**src/rtl/tmr_wg_pkg.sv**
```systemverilog
package tmr_wg_pkg;

  // point in the count at which an action happens
  typedef enum logic [1:0] {
    PT_IMM = 2'd0,
    PT_TOP = 2'd1,
    PT_BOT = 2'd2,
    PT_MAX = 2'd3
  } point_e;

  // where the ceiling of the count comes from
  typedef enum logic [2:0] {
    TS_FULL = 3'd0,
    TS_B8   = 3'd1,
    TS_B9   = 3'd2,
    TS_B10  = 3'd3,
    TS_CMPA = 3'd4,
    TS_CAP  = 3'd5
  } topsrc_e;

  typedef struct packed {
    topsrc_e tsrc;
    logic    dual;
    logic    pwm;
    logic    frozen;
    point_e  upd;
    point_e  ovf;
  } mode_cfg_t;

  function automatic mode_cfg_t decode_mode(input logic [3:0] m);
    mode_cfg_t c;
    c.tsrc   = TS_FULL;
    c.dual   = 1'b0;
    c.pwm    = 1'b0;
    c.frozen = 1'b0;
    c.upd    = PT_IMM;
    c.ovf    = PT_MAX;
    case (m)
      4'd1, 4'd2, 4'd3: begin
        c.tsrc = (m == 4'd1) ? TS_B8 : (m == 4'd2) ? TS_B9 : TS_B10;
        c.dual = 1'b1; c.pwm = 1'b1; c.upd = PT_TOP; c.ovf = PT_BOT;
      end
      4'd4:  c.tsrc = TS_CMPA;
      4'd5, 4'd6, 4'd7: begin
        c.tsrc = (m == 4'd5) ? TS_B8 : (m == 4'd6) ? TS_B9 : TS_B10;
        c.pwm = 1'b1; c.upd = PT_BOT; c.ovf = PT_TOP;
      end
      4'd8, 4'd9: begin
        c.tsrc = (m == 4'd8) ? TS_CAP : TS_CMPA;
        c.dual = 1'b1; c.pwm = 1'b1; c.upd = PT_BOT; c.ovf = PT_BOT;
      end
      4'd10, 4'd11: begin
        c.tsrc = (m == 4'd10) ? TS_CAP : TS_CMPA;
        c.dual = 1'b1; c.pwm = 1'b1; c.upd = PT_TOP; c.ovf = PT_BOT;
      end
      4'd12: c.tsrc = TS_CAP;
      4'd13: c.frozen = 1'b1;
      4'd14, 4'd15: begin
        c.tsrc = (m == 4'd14) ? TS_CAP : TS_CMPA;
        c.pwm = 1'b1; c.upd = PT_BOT; c.ovf = PT_TOP;
      end
      default: ;
    endcase
    return c;
  endfunction

  // event at a chosen point, given the three position comparisons
  function automatic logic point_hit(input point_e p, input logic at_top,
                                     input logic at_bot, input logic at_max);
    case (p)
      PT_TOP:  return at_top;
      PT_BOT:  return at_bot;
      PT_MAX:  return at_max;
      default: return 1'b0;
    endcase
  endfunction

endpackage

```
**src/rtl/tmr_wg_cmpbuf.sv**
```systemverilog
module tmr_wg_cmpbuf #(
  parameter int W = 16
) (
  input  logic         clk,
  input  logic         rst_n,
  input  logic         we,
  input  logic [W-1:0] wdata,
  input  logic         imm,
  input  logic         load,
  output logic [W-1:0] active
);
  logic [W-1:0] hold_q;
  logic [W-1:0] act_q;

  always_ff @(posedge clk) begin
    if (!rst_n) begin
      hold_q <= '0;
      act_q  <= '0;
    end else begin
      if (we) hold_q <= wdata;
      if (imm && we)  act_q <= wdata;
      else if (load)  act_q <= hold_q;
    end
  end

  assign active = act_q;
endmodule

```
**src/rtl/tmr_wg_counter.sv**
```systemverilog
module tmr_wg_counter #(
  parameter int W = 16
) (
  input  logic         clk,
  input  logic         rst_n,
  input  logic         step,
  input  logic         dual,
  input  logic [W-1:0] top,
  output logic [W-1:0] cnt,
  output logic         down
);
  logic [W-1:0] cnt_q, cnt_d;
  logic         down_q, down_d;

  // single slope: wrap after the ceiling
  function automatic logic [W-1:0] single_next(input logic [W-1:0] c,
                                                input logic [W-1:0] t);
    return (c == t) ? '0 : c + 1'b1;
  endfunction

  always_comb begin
    cnt_d  = cnt_q;
    down_d = down_q;
    if (!dual) begin
      down_d = 1'b0;
      cnt_d  = single_next(cnt_q, top);
    end else if (!down_q) begin
      if (cnt_q >= top) begin
        down_d = 1'b1;
        cnt_d  = (cnt_q == '0) ? '0 : cnt_q - 1'b1;
      end else begin
        cnt_d  = cnt_q + 1'b1;
      end
    end else begin
      if (cnt_q == '0) begin
        down_d = 1'b0;
        cnt_d  = (top == '0) ? '0 : {{(W-1){1'b0}}, 1'b1};
      end else begin
        cnt_d  = cnt_q - 1'b1;
      end
    end
  end

  always_ff @(posedge clk) begin
    if (!rst_n) begin
      cnt_q  <= '0;
      down_q <= 1'b0;
    end else if (step) begin
      cnt_q  <= cnt_d;
      down_q <= down_d;
    end
  end

  assign cnt  = cnt_q;
  assign down = down_q;
endmodule

```
**src/rtl/tmr_wg_outgen.sv**
```systemverilog
module tmr_wg_outgen (
  input  logic clk,
  input  logic rst_n,
  input  logic step,
  input  logic pwm_en,
  input  logic dual,
  input  logic down,
  input  logic eq_cmp,
  input  logic at_bot,
  input  logic ovf_hit,
  input  logic ovf_clr,
  input  logic match_clr,
  output logic pwm,
  output logic ovf_flag,
  output logic match_flag
);
  logic pwm_q, ovf_q, mat_q;

  always_ff @(posedge clk) begin
    if (!rst_n) begin
      pwm_q <= 1'b0;
      ovf_q <= 1'b0;
      mat_q <= 1'b0;
    end else begin
      if (step && ovf_hit)     ovf_q <= 1'b1;
      else if (ovf_clr)        ovf_q <= 1'b0;
      if (step && eq_cmp)      mat_q <= 1'b1;
      else if (match_clr)      mat_q <= 1'b0;
      if (step) begin
        if (!pwm_en) begin
          if (eq_cmp) pwm_q <= ~pwm_q;
        end else if (dual) begin
          if (eq_cmp) pwm_q <= down;
        end else begin
          if (eq_cmp)      pwm_q <= 1'b0;
          else if (at_bot) pwm_q <= 1'b1;
        end
      end
    end
  end

  assign pwm        = pwm_q;
  assign ovf_flag   = ovf_q;
  assign match_flag = mat_q;
endmodule

```
**src/rtl/tmr_wavegen.sv**
```systemverilog
module tmr_wavegen #(
  parameter int W = 16
) (
  input  logic         clk,
  input  logic         rst_n,
  input  logic         tick,
  input  logic [3:0]   mode,
  input  logic         cmpa_we,
  input  logic [W-1:0] cmpa_wdata,
  input  logic         cmpb_we,
  input  logic [W-1:0] cmpb_wdata,
  input  logic         cap_we,
  input  logic [W-1:0] cap_wdata,
  input  logic         ovf_clr,
  input  logic         match_clr,
  output logic [W-1:0] cnt,
  output logic         pwm_out,
  output logic         ovf_flag,
  output logic         match_flag
);
  import tmr_wg_pkg::*;

  localparam int NCH = 2;
  localparam logic [W-1:0] TOP_B8   = W'((1 << 8)  - 1);
  localparam logic [W-1:0] TOP_B9   = W'((1 << 9)  - 1);
  localparam logic [W-1:0] TOP_B10  = W'((1 << 10) - 1);
  localparam logic [W-1:0] TOP_FULL = '1;

  mode_cfg_t    cfg;
  logic [W-1:0] top_val, cap_q, cnt_w;
  logic         down_w;
  logic         step, at_top, at_bot, at_max, eq_cmp, ovf_hit, upd_hit, imm;
  logic [NCH-1:0]        ch_we;
  logic [NCH-1:0][W-1:0] ch_wd;
  logic [NCH-1:0][W-1:0] ch_act;

  assign cfg    = decode_mode(mode);
  assign step   = tick && !cfg.frozen;
  assign at_top = (cnt_w == top_val);
  assign at_bot = (cnt_w == '0);
  assign at_max = (cnt_w == TOP_FULL);
  assign eq_cmp = (cnt_w == ch_act[1]);
  assign imm    = (cfg.upd == PT_IMM);
  assign ovf_hit = point_hit(cfg.ovf, at_top, at_bot, at_max);
  assign upd_hit = step && point_hit(cfg.upd, at_top, at_bot, 1'b0);

  always_ff @(posedge clk) begin
    if (!rst_n)      cap_q <= '0;
    else if (cap_we) cap_q <= cap_wdata;
  end

  always_comb begin
    case (cfg.tsrc)
      TS_B8:   top_val = TOP_B8;
      TS_B9:   top_val = TOP_B9;
      TS_B10:  top_val = TOP_B10;
      TS_CMPA: top_val = ch_act[0];
      TS_CAP:  top_val = cap_q;
      default: top_val = TOP_FULL;
    endcase
  end

  assign ch_we = {cmpb_we, cmpa_we};
  assign ch_wd = {cmpb_wdata, cmpa_wdata};

  for (genvar g = 0; g < NCH; g++) begin : g_cmp
    tmr_wg_cmpbuf #(.W(W)) u_buf (
      .clk    (clk),
      .rst_n  (rst_n),
      .we     (ch_we[g]),
      .wdata  (ch_wd[g]),
      .imm    (imm),
      .load   (upd_hit),
      .active (ch_act[g])
    );
  end

  tmr_wg_counter #(.W(W)) u_cnt (
    .clk   (clk),
    .rst_n (rst_n),
    .step  (step),
    .dual  (cfg.dual),
    .top   (top_val),
    .cnt   (cnt_w),
    .down  (down_w)
  );

  tmr_wg_outgen u_out (
    .clk        (clk),
    .rst_n      (rst_n),
    .step       (step),
    .pwm_en     (cfg.pwm),
    .dual       (cfg.dual),
    .down       (down_w),
    .eq_cmp     (eq_cmp),
    .at_bot     (at_bot),
    .ovf_hit    (ovf_hit),
    .ovf_clr    (ovf_clr),
    .match_clr  (match_clr),
    .pwm        (pwm_out),
    .ovf_flag   (ovf_flag),
    .match_flag (match_flag)
  );

  assign cnt = cnt_w;
endmodule

```
**config.mk**
```make
export PLATFORM = sky130hd
export DESIGN_NAME = tmr_wavegen
export DESIGN_NICKNAME = d
export VERILOG_FILES = /design/src/rtl/tmr_wg_pkg.sv /design/src/rtl/tmr_wg_cmpbuf.sv /design/src/rtl/tmr_wg_counter.sv /design/src/rtl/tmr_wg_outgen.sv /design/src/rtl/tmr_wavegen.sv
export SDC_FILE = /design/constraint.sdc
export NUM_CORES = 1
export LEC_CHECK = 0
export BUFFER_PORTS_ARGS = -buffer_cell sky130_fd_sc_hd__buf_2
export CELL_PAD_IN_SITES_DETAIL_PLACEMENT = 0
export CELL_PAD_IN_SITES_GLOBAL_PLACEMENT = 1
export CORE_ASPECT_RATIO = 0.6
export CORE_UTILIZATION = 44
export DETAILED_ROUTE_END_ITERATION = 12
export GPL_ROUTABILITY_DRIVEN = 0
export PLACE_DENSITY_LB_ADDON = 0.1
export SYNTH_ARGS = -nofsm -noshare
export SYNTH_HDL_FRONTEND = slang
export SYNTH_SLANG_ARGS = --single-unit
export TNS_END_PERCENT = 50
```
**constraint.sdc**
```tcl
create_clock -name clk -period 3.8 [get_ports clk]
set_clock_uncertainty 0.05 [all_clocks]
set_input_delay 0.19 -clock clk [delete_from_list [all_inputs] [get_ports clk]]
set_output_delay 0.19 -clock clk [all_outputs]
set_load 0.005 [all_outputs]
```
==> results of run 1 <==
[critical path, delay by kind of cell]
kind            cells  cell delay (ps)
fa+ha+maj           1              320
compound gates      3              600
simple gates        7             2190
buf+inv             1              160
[worst min-delay path by stage]
| stage | slack (ps) | endpoint | start | depth (start not counted) |
|---|---|---|---|---|
| after floorplan | 290 | g_cmp[0].u_buf.hold_q[0] | cmpa_wdata[0] | 2 |
| after global placement | 370 | cap_q[7] | cap_wdata[7] | 3 |
| after detailed placement | 380 | cap_q[2] | cap_wdata[2] | 3 |
| after CTS | 20 | cap_q[10] | cap_wdata[10] | 3 |
| after global routing | 20 | cap_q[8] | cap_wdata[8] | 3 |
| final | 20 | cap_q[8] | cap_wdata[8] | 3 |
[cell usage in the layout, fill, tap and decap left out, types with 4 or more instances in the layout]
cell	netlist	final
dfxtp_1	100	100
mux2i_1	81	81
buf_2	11	78
nor2_1	76	76
a21oi_1	68	68
o21ai_0	51	51
nand2_1	47	47
ha_1	22	22
xor2_1	18	18
nor3_1	17	17
buf_4	1	16
inv_1	16	15
o22ai_1	15	15
nand3_1	12	12
nand4_1	10	10
nor4_1	10	10
a211oi_1	9	9
clkbuf_16	0	9
and3_1	6	6
o211a_1	6	6
a32oi_1	5	5
a22oi_1	5	5
o221ai_1	4	4
xnor2_1	4	4
a31oi_1	4	4
and2_1	4	4
nand2b_1	4	4
[metrics by stage]
step / instance area [um^2] / worst slack [ps] / cells / hold WS [ps] / total power [uW]
2_1_floorplan: 5869 / 856.9 / 701 / 287.2 / 1477
3_3_place_gp: 6332 / 235.1 / 911 / 372.9 / 1605
3_5_place_dp: 6332 / 241.6 / 911 / 381.7 / 1617
4_1_cts: 6663 / 622.7 / 927 / 15.38 / 2641
5_1_grt: 6663 / 322.9 / 927 / 23.76 / 2737
6_report: 6663 / 522.2 / 927 / 22.38 / 2622
[flip-flops by register name (all words and copies together) (netlist names)]
name / cells
g_cmp.u_buf.active: 32
g_cmp.u_buf.hold_q: 32
cap_q: 16
u_cnt.cnt: 16
u_cnt.down: 1
u_out.match_flag: 1
u_out.ovf_flag: 1
u_out.pwm: 1
[cells by family (layout without fill, tap and decap cells)]
| logic type | count (synthesis) | after routing | share of synthesized area (%) |
|---|---|---|---|
| XOR/XNOR | 22 | 22 | 3.283 |
| AO/OA/AOI/OAI | 191 | 191 | 19.87 |
| adder cells (fa/ha/maj) | 22 | 22 | 4.690 |
| AND/OR/NAND/NOR | 214 | 214 | 18.44 |
| flip-flops | 100 | 100 | 34.11 |
| buffers and inverters | 71 | 127 | 5.798 |
| multiplexers | 81 | 81 | 13.81 |
[metal layers]
layer | up-vias | track usage, %
met5 | - | 0
met4 | 0 | 5.833
met3 | 21 | 4.372
met2 | 236 | 35.74
met1 | 2616 | 42.91
li1 | 2654 | -
[area by class of cell]
| class | instances | share of cell area [%] |
|---|---|---|
| tap | 170 | 3.192 |
| multi-input combinational | 530 | 52.94 |
| timing repair buffer | 95 | 7.962 |
| clock inverter | 7 | 1.577 |
| inverter | 16 | 0.9014 |
| clock buffer | 9 | 3.380 |
| sequential | 100 | 30.05 |
[cells in the mapped netlist (all sizes together), types with 2 or more instances]
cell type	n
dfxtp	100
mux2i	81
nor2	79
a21oi	68
o21ai	54
nand2	48
clkbuf	31
buf	24
ha	22
nor3	20
xor2	18
inv	16
o22ai	15
nand3	12
nand4	11
nor4	11
a211oi	9
a22oi	6
and3	6
o211a	6
a32oi	5
or2	5
a31oi	4
and2	4
and4	4
nand2b	4
o221ai	4
xnor2	4
o31ai	3
or4	3
a2111oi	2
a221oi	2
nor2b	2
o211ai	2
o21bai	2
o32ai	2
[power groups by stage]
stage	logic [uW]	registers (uW)	clock network, uW
after global routing	481	1170	1080
after global placement	419	1190	0
final	434	1170	1020
after floorplan	313	1160	0
after detailed placement	429	1190	0
after CTS	430	1160	1050
==> impl_metrics.tcl, run 1 <==
set metrics [dict create \
    clock_path_buffers 2 \
    grt_pass1_vias 4904 \
    finalCritPeriodShare_pct 86.26 \
    rsz0062_at_grt "false" \
    setup_viol 0 \
    p_sw_uw 795.3 \
    drt-initial-drc-count 502 \
    arrival_ps 3470 \
    fmax_ghz 0.3051 \
    synthArstFlopShare_pct 0 \
    status "completed" \
    post_cts_buffers 0 \
    synth.top_cell.area_share_pct 34.11 \
    grt_usage_pct 26.68 \
    hold_path_class "input pin to flip-flop" \
    post_drt_wl_per_cell_um 19.25 \
    vdd_drop_max_mv 0.2054 \
    crit_path_cell_trace "buf_2 > nor3_2 > or2_1 > nand2_1 > o211a_1 > ha_1 > nand4_1 > or4_1 > nand2_1 > nand2_1 > a32oi_1 > o21ai_0" \
    worst-setup-path-type "input pin to flip-flop" \
    cp_max_fo 13 \
    crit_path_start "mode[3]" \
    critPathCaptureType "flip-flop" \
    insertion_delay_ps 360 \
    drv_slew 0 \
    cts_sinks 100 \
    grt_antenna_before_repair 0 \
    p_sw_share_pct 30.33 \
    die_w_um 151.1 \
    ys_warn_count 0 \
    synth.distinct_cells 66 \
    nets 834 \
    fp.dieH_um 91.47 \
    synthFlopType "dfxtp_1" \
    p_comb_share_pct 16.5 \
    cts-root-buf "clkbuf_16" \
    syn2layout_area_growth_pct 13.52 \
    ff2ff_path_depth 10 \
    antenna_cells 0 \
    worstMarginPinSlew_ps 917.3 \
    cts_tree "yes" \
    r2r_slack_ps 610 \
    slowest_stage "or4_1" \
    final_core_util_pct 51.52 \
    first_pass_iters 5 \
    synth_edf_count 0 \
    ys_top_cells_by_area "dfxtp_1, mux2i_1, a21oi_1" \
    p_per_area_nw_per_um2 393.6 \
    report.final.hold_viol_count 0 \
    maxCapViolations 0 \
    dp_hpwl_mm 13.08 \
    met1Wirelength_mm 8.899 \
    cpMostUsedCell "nand2_1" \
    seqCellArea_um2 2002 \
    ioPinCount 79 \
    place.port_buffers 78 \
    synth_area_um2 5869 \
    syn_avg_cell_area_um2 8.373 \
    grt_max_degree 47 \
    wl_met2_mm 7.121 \
    cpPeakStageDelay_ps 610 \
    routed.top_layer "met4" \
    nFillCells 1278 \
    met3_length_mm 1.647 \
    cts_resized 0 \
    fin_setup_tns_ps 0 \
    r2r_start "g_cmp[0].u_buf.active[8]" \
    initial_core_util_pct 45.39 \
    clkPwrFrac_pct 39.0 \
    cts_made_buffers 9 \
    cts.clk_slew.worst_paths_ps 80 \
    grt_overflow_total 0 \
    hold_buffers 0 \
    start_kind "input pin" \
    syn-instance-count 701 \
    crit_required_ps 3990 \
    leakagePower_uw 0.002836 \
    pwr-share-seq_pct 44.5 \
    rows 32 \
    multi_input_comb_area_um2 3527 \
    syn-num-nets 783 \
    yosysTopAreaCell "dfxtp_1" \
    p_int_uw 1827 \
    period_needed_ps 3278 \
    viasPerCell 5.962 \
    endpoint "u_cnt.cnt[13]" \
    reg2reg_to "u_cnt.cnt[13]" \
    yosysSeqAreaShare_pct 34.11 \
    postRouteAntennaNets 0 \
    h-tree-depth 3 \
    totalWireLength_mm 17.85 \
    vias 5527 \
    die-area_um2 13820 \
    maxSlewHeadroom_pct 38.70 \
    drive_above_1_share_pct 17.04 \
    drcViolationCount 0 \
    yosys_register_bits 100 \
    coreArea_um2 12930 \
    grt_pass1_wl_mm 28.07 \
]
No activity file was read; power rests on OpenSTA's default activity.
==> run 2, diff against run 1 <==
Settings changed: CORE_UTILIZATION 44 to 47.
Clock period 3.8 ns to 3.9 ns, I/O delays scaled along.
==> impl_metrics.tcl, run 2 (synthesis results as in run 1) <==
set metrics [dict create \
    status "completed" \
    drt-initial-drc-count 493 \
    leakagePower_uw 0.002811 \
    first_pass_iters 5 \
    nets 831 \
    hold_path_class "input pin to flip-flop" \
    die-area_um2 12950 \
    grt_overflow_total 0 \
    final_area_um2 6599 \
    cts_made_buffers 9 \
    insertion_delay_ps 360 \
    fp.dieH_um 88.56 \
    ioPinCount 79 \
    met1Wirelength_mm 8.699 \
    critPathCaptureType "flip-flop" \
    postRouteAntennaNets 0 \
    hold_slack_ps 26.66 \
    period_needed_ps 3307 \
    cts_resized 0 \
    die_w_um 146.3 \
    fin_setup_tns_ps 0 \
    grt_pass1_vias 4883 \
    antenna_cells 0 \
    clock_path_buffers 2 \
    initial_core_util_pct 48.50 \
    cts_sinks 100 \
    worst-setup-path-type "input pin to flip-flop" \
    setup_viol 0 \
    totalWireLength_mm 17.51 \
    finalCritPeriodShare_pct 84.79 \
    worstMarginPinSlew_ps 1035 \
    drive_above_1_share_pct 16.71 \
    crit_required_ps 4050 \
    routed.top_layer "met4" \
    arrival_ps 3460 \
    post_drt_wl_per_cell_um 19.06 \
    maxSlewHeadroom_pct 30.96 \
    dp.cells 903 \
    viasPerCell 5.984 \
    place.port_buffers 78 \
    p_per_area_nw_per_um2 373.0 \
    vdd_drop_max_mv 0.2239 \
    grt_antenna_before_repair 0 \
    crit_path_start "mode[3]" \
    cts.clk_slew.worst_paths_ps 80 \
    post_cts_buffers 0 \
    coreArea_um2 12100 \
    cp_max_fo 13 \
    hold_buffers 0 \
    r2r_start "g_cmp[0].u_buf.active[8]" \
    rsz0062_at_grt "false" \
    grt_max_degree 46 \
    fmax_ghz 0.3024 \
    rows 31 \
    drv_slew 0 \
    met3_length_mm 1.469 \
    grt_pass1_wl_mm 26.92 \
    final_common_cell "dfxtp_1" \
    dp_hpwl_mm 12.72 \
    wl_met2_mm 7.045 \
    grt_usage_pct 27.22 \
    nFillCells 1179 \
    cts_tree "yes" \
    syn2layout_area_growth_pct 12.43 \
    place_area_um2 6304 \
    cts-root-buf "clkbuf_16" \
    final_cell_mix "dfxtp_1, mux2i_1, buf_2" \
    h-tree-depth 3 \
    report.final.hold_viol_count 0 \
    maxCapViolations 0 \
    start_kind "input pin" \
    drcViolationCount 0 \
    hp-start "cap_wdata[14]" \
    layoutNonFillerInstCount 919 \
    vias 5499 \
]
run 2: per-layer routing:
metal | GRT usage [%] | vias to the layer above
met5 | 0 | -
met4 | 8.523 | 0
met3 | 5.103 | 31
met2 | 39.39 | 239
met1 | 40.50 | 2581
li1 | - | 2648
run 2: final cells by class:
| cell class | instances | area [um^2] | area share, % |
|---|---|---|---|
| well taps | 165 | 206.4 | 3.129 |
| multi-input cells | 530 | 3527 | 53.45 |
| flip-flops and latches | 100 | 2002 | 30.34 |
| repair buffers | 92 | 508.0 | 7.698 |
| inverters | 16 | 60.06 | 0.9101 |
| clock buffers | 9 | 225.2 | 3.413 |
| clock inverters | 7 | 70.07 | 1.062 |
run 2: worst paths after layout:
check / to / slack, ps / cells past startpoint
setup / recovery: u_cnt.cnt[4] / 590 / 12
hold / removal: cap_q[14] / 30 / 3
setup reg to reg: u_cnt.cnt[4] / 780 / 10
hold reg to reg: u_out.match_flag / 440 / 2
run 2: power by group:
group          internal (uW)  leakage [uW]  switching (uW)
Clock                    453      0.000147             451
Sequential              1080      0.000822            56.4
Combinational            170       0.00184             249
Total                   1700       0.00281             757
run 2: stage by stage:
stage | power, uW | setup slack (ps) | utilization (%)
after global routing | 2568 | 330.4 | 54.53
after detailed placement | 1574 | 303.0 | 52.09
final | 2461 | 593.1 | 54.53
after floorplan | 1439 | 951.9 | -
after CTS | 2466 | 675.1 | 54.53
after global placement | 1560 | 315.1 | 52.09
run 2: worst max-delay path: stages:
cell and delay, ps:
buf_2 170, and2_1 220, mux2i_1 310, buf_4 220, o22ai_1 110, ha_1 310
nand4_1 200, or4_1 670, nand2_1 280, nand2_1 380, a32oi_1 320, a21oi_1 80
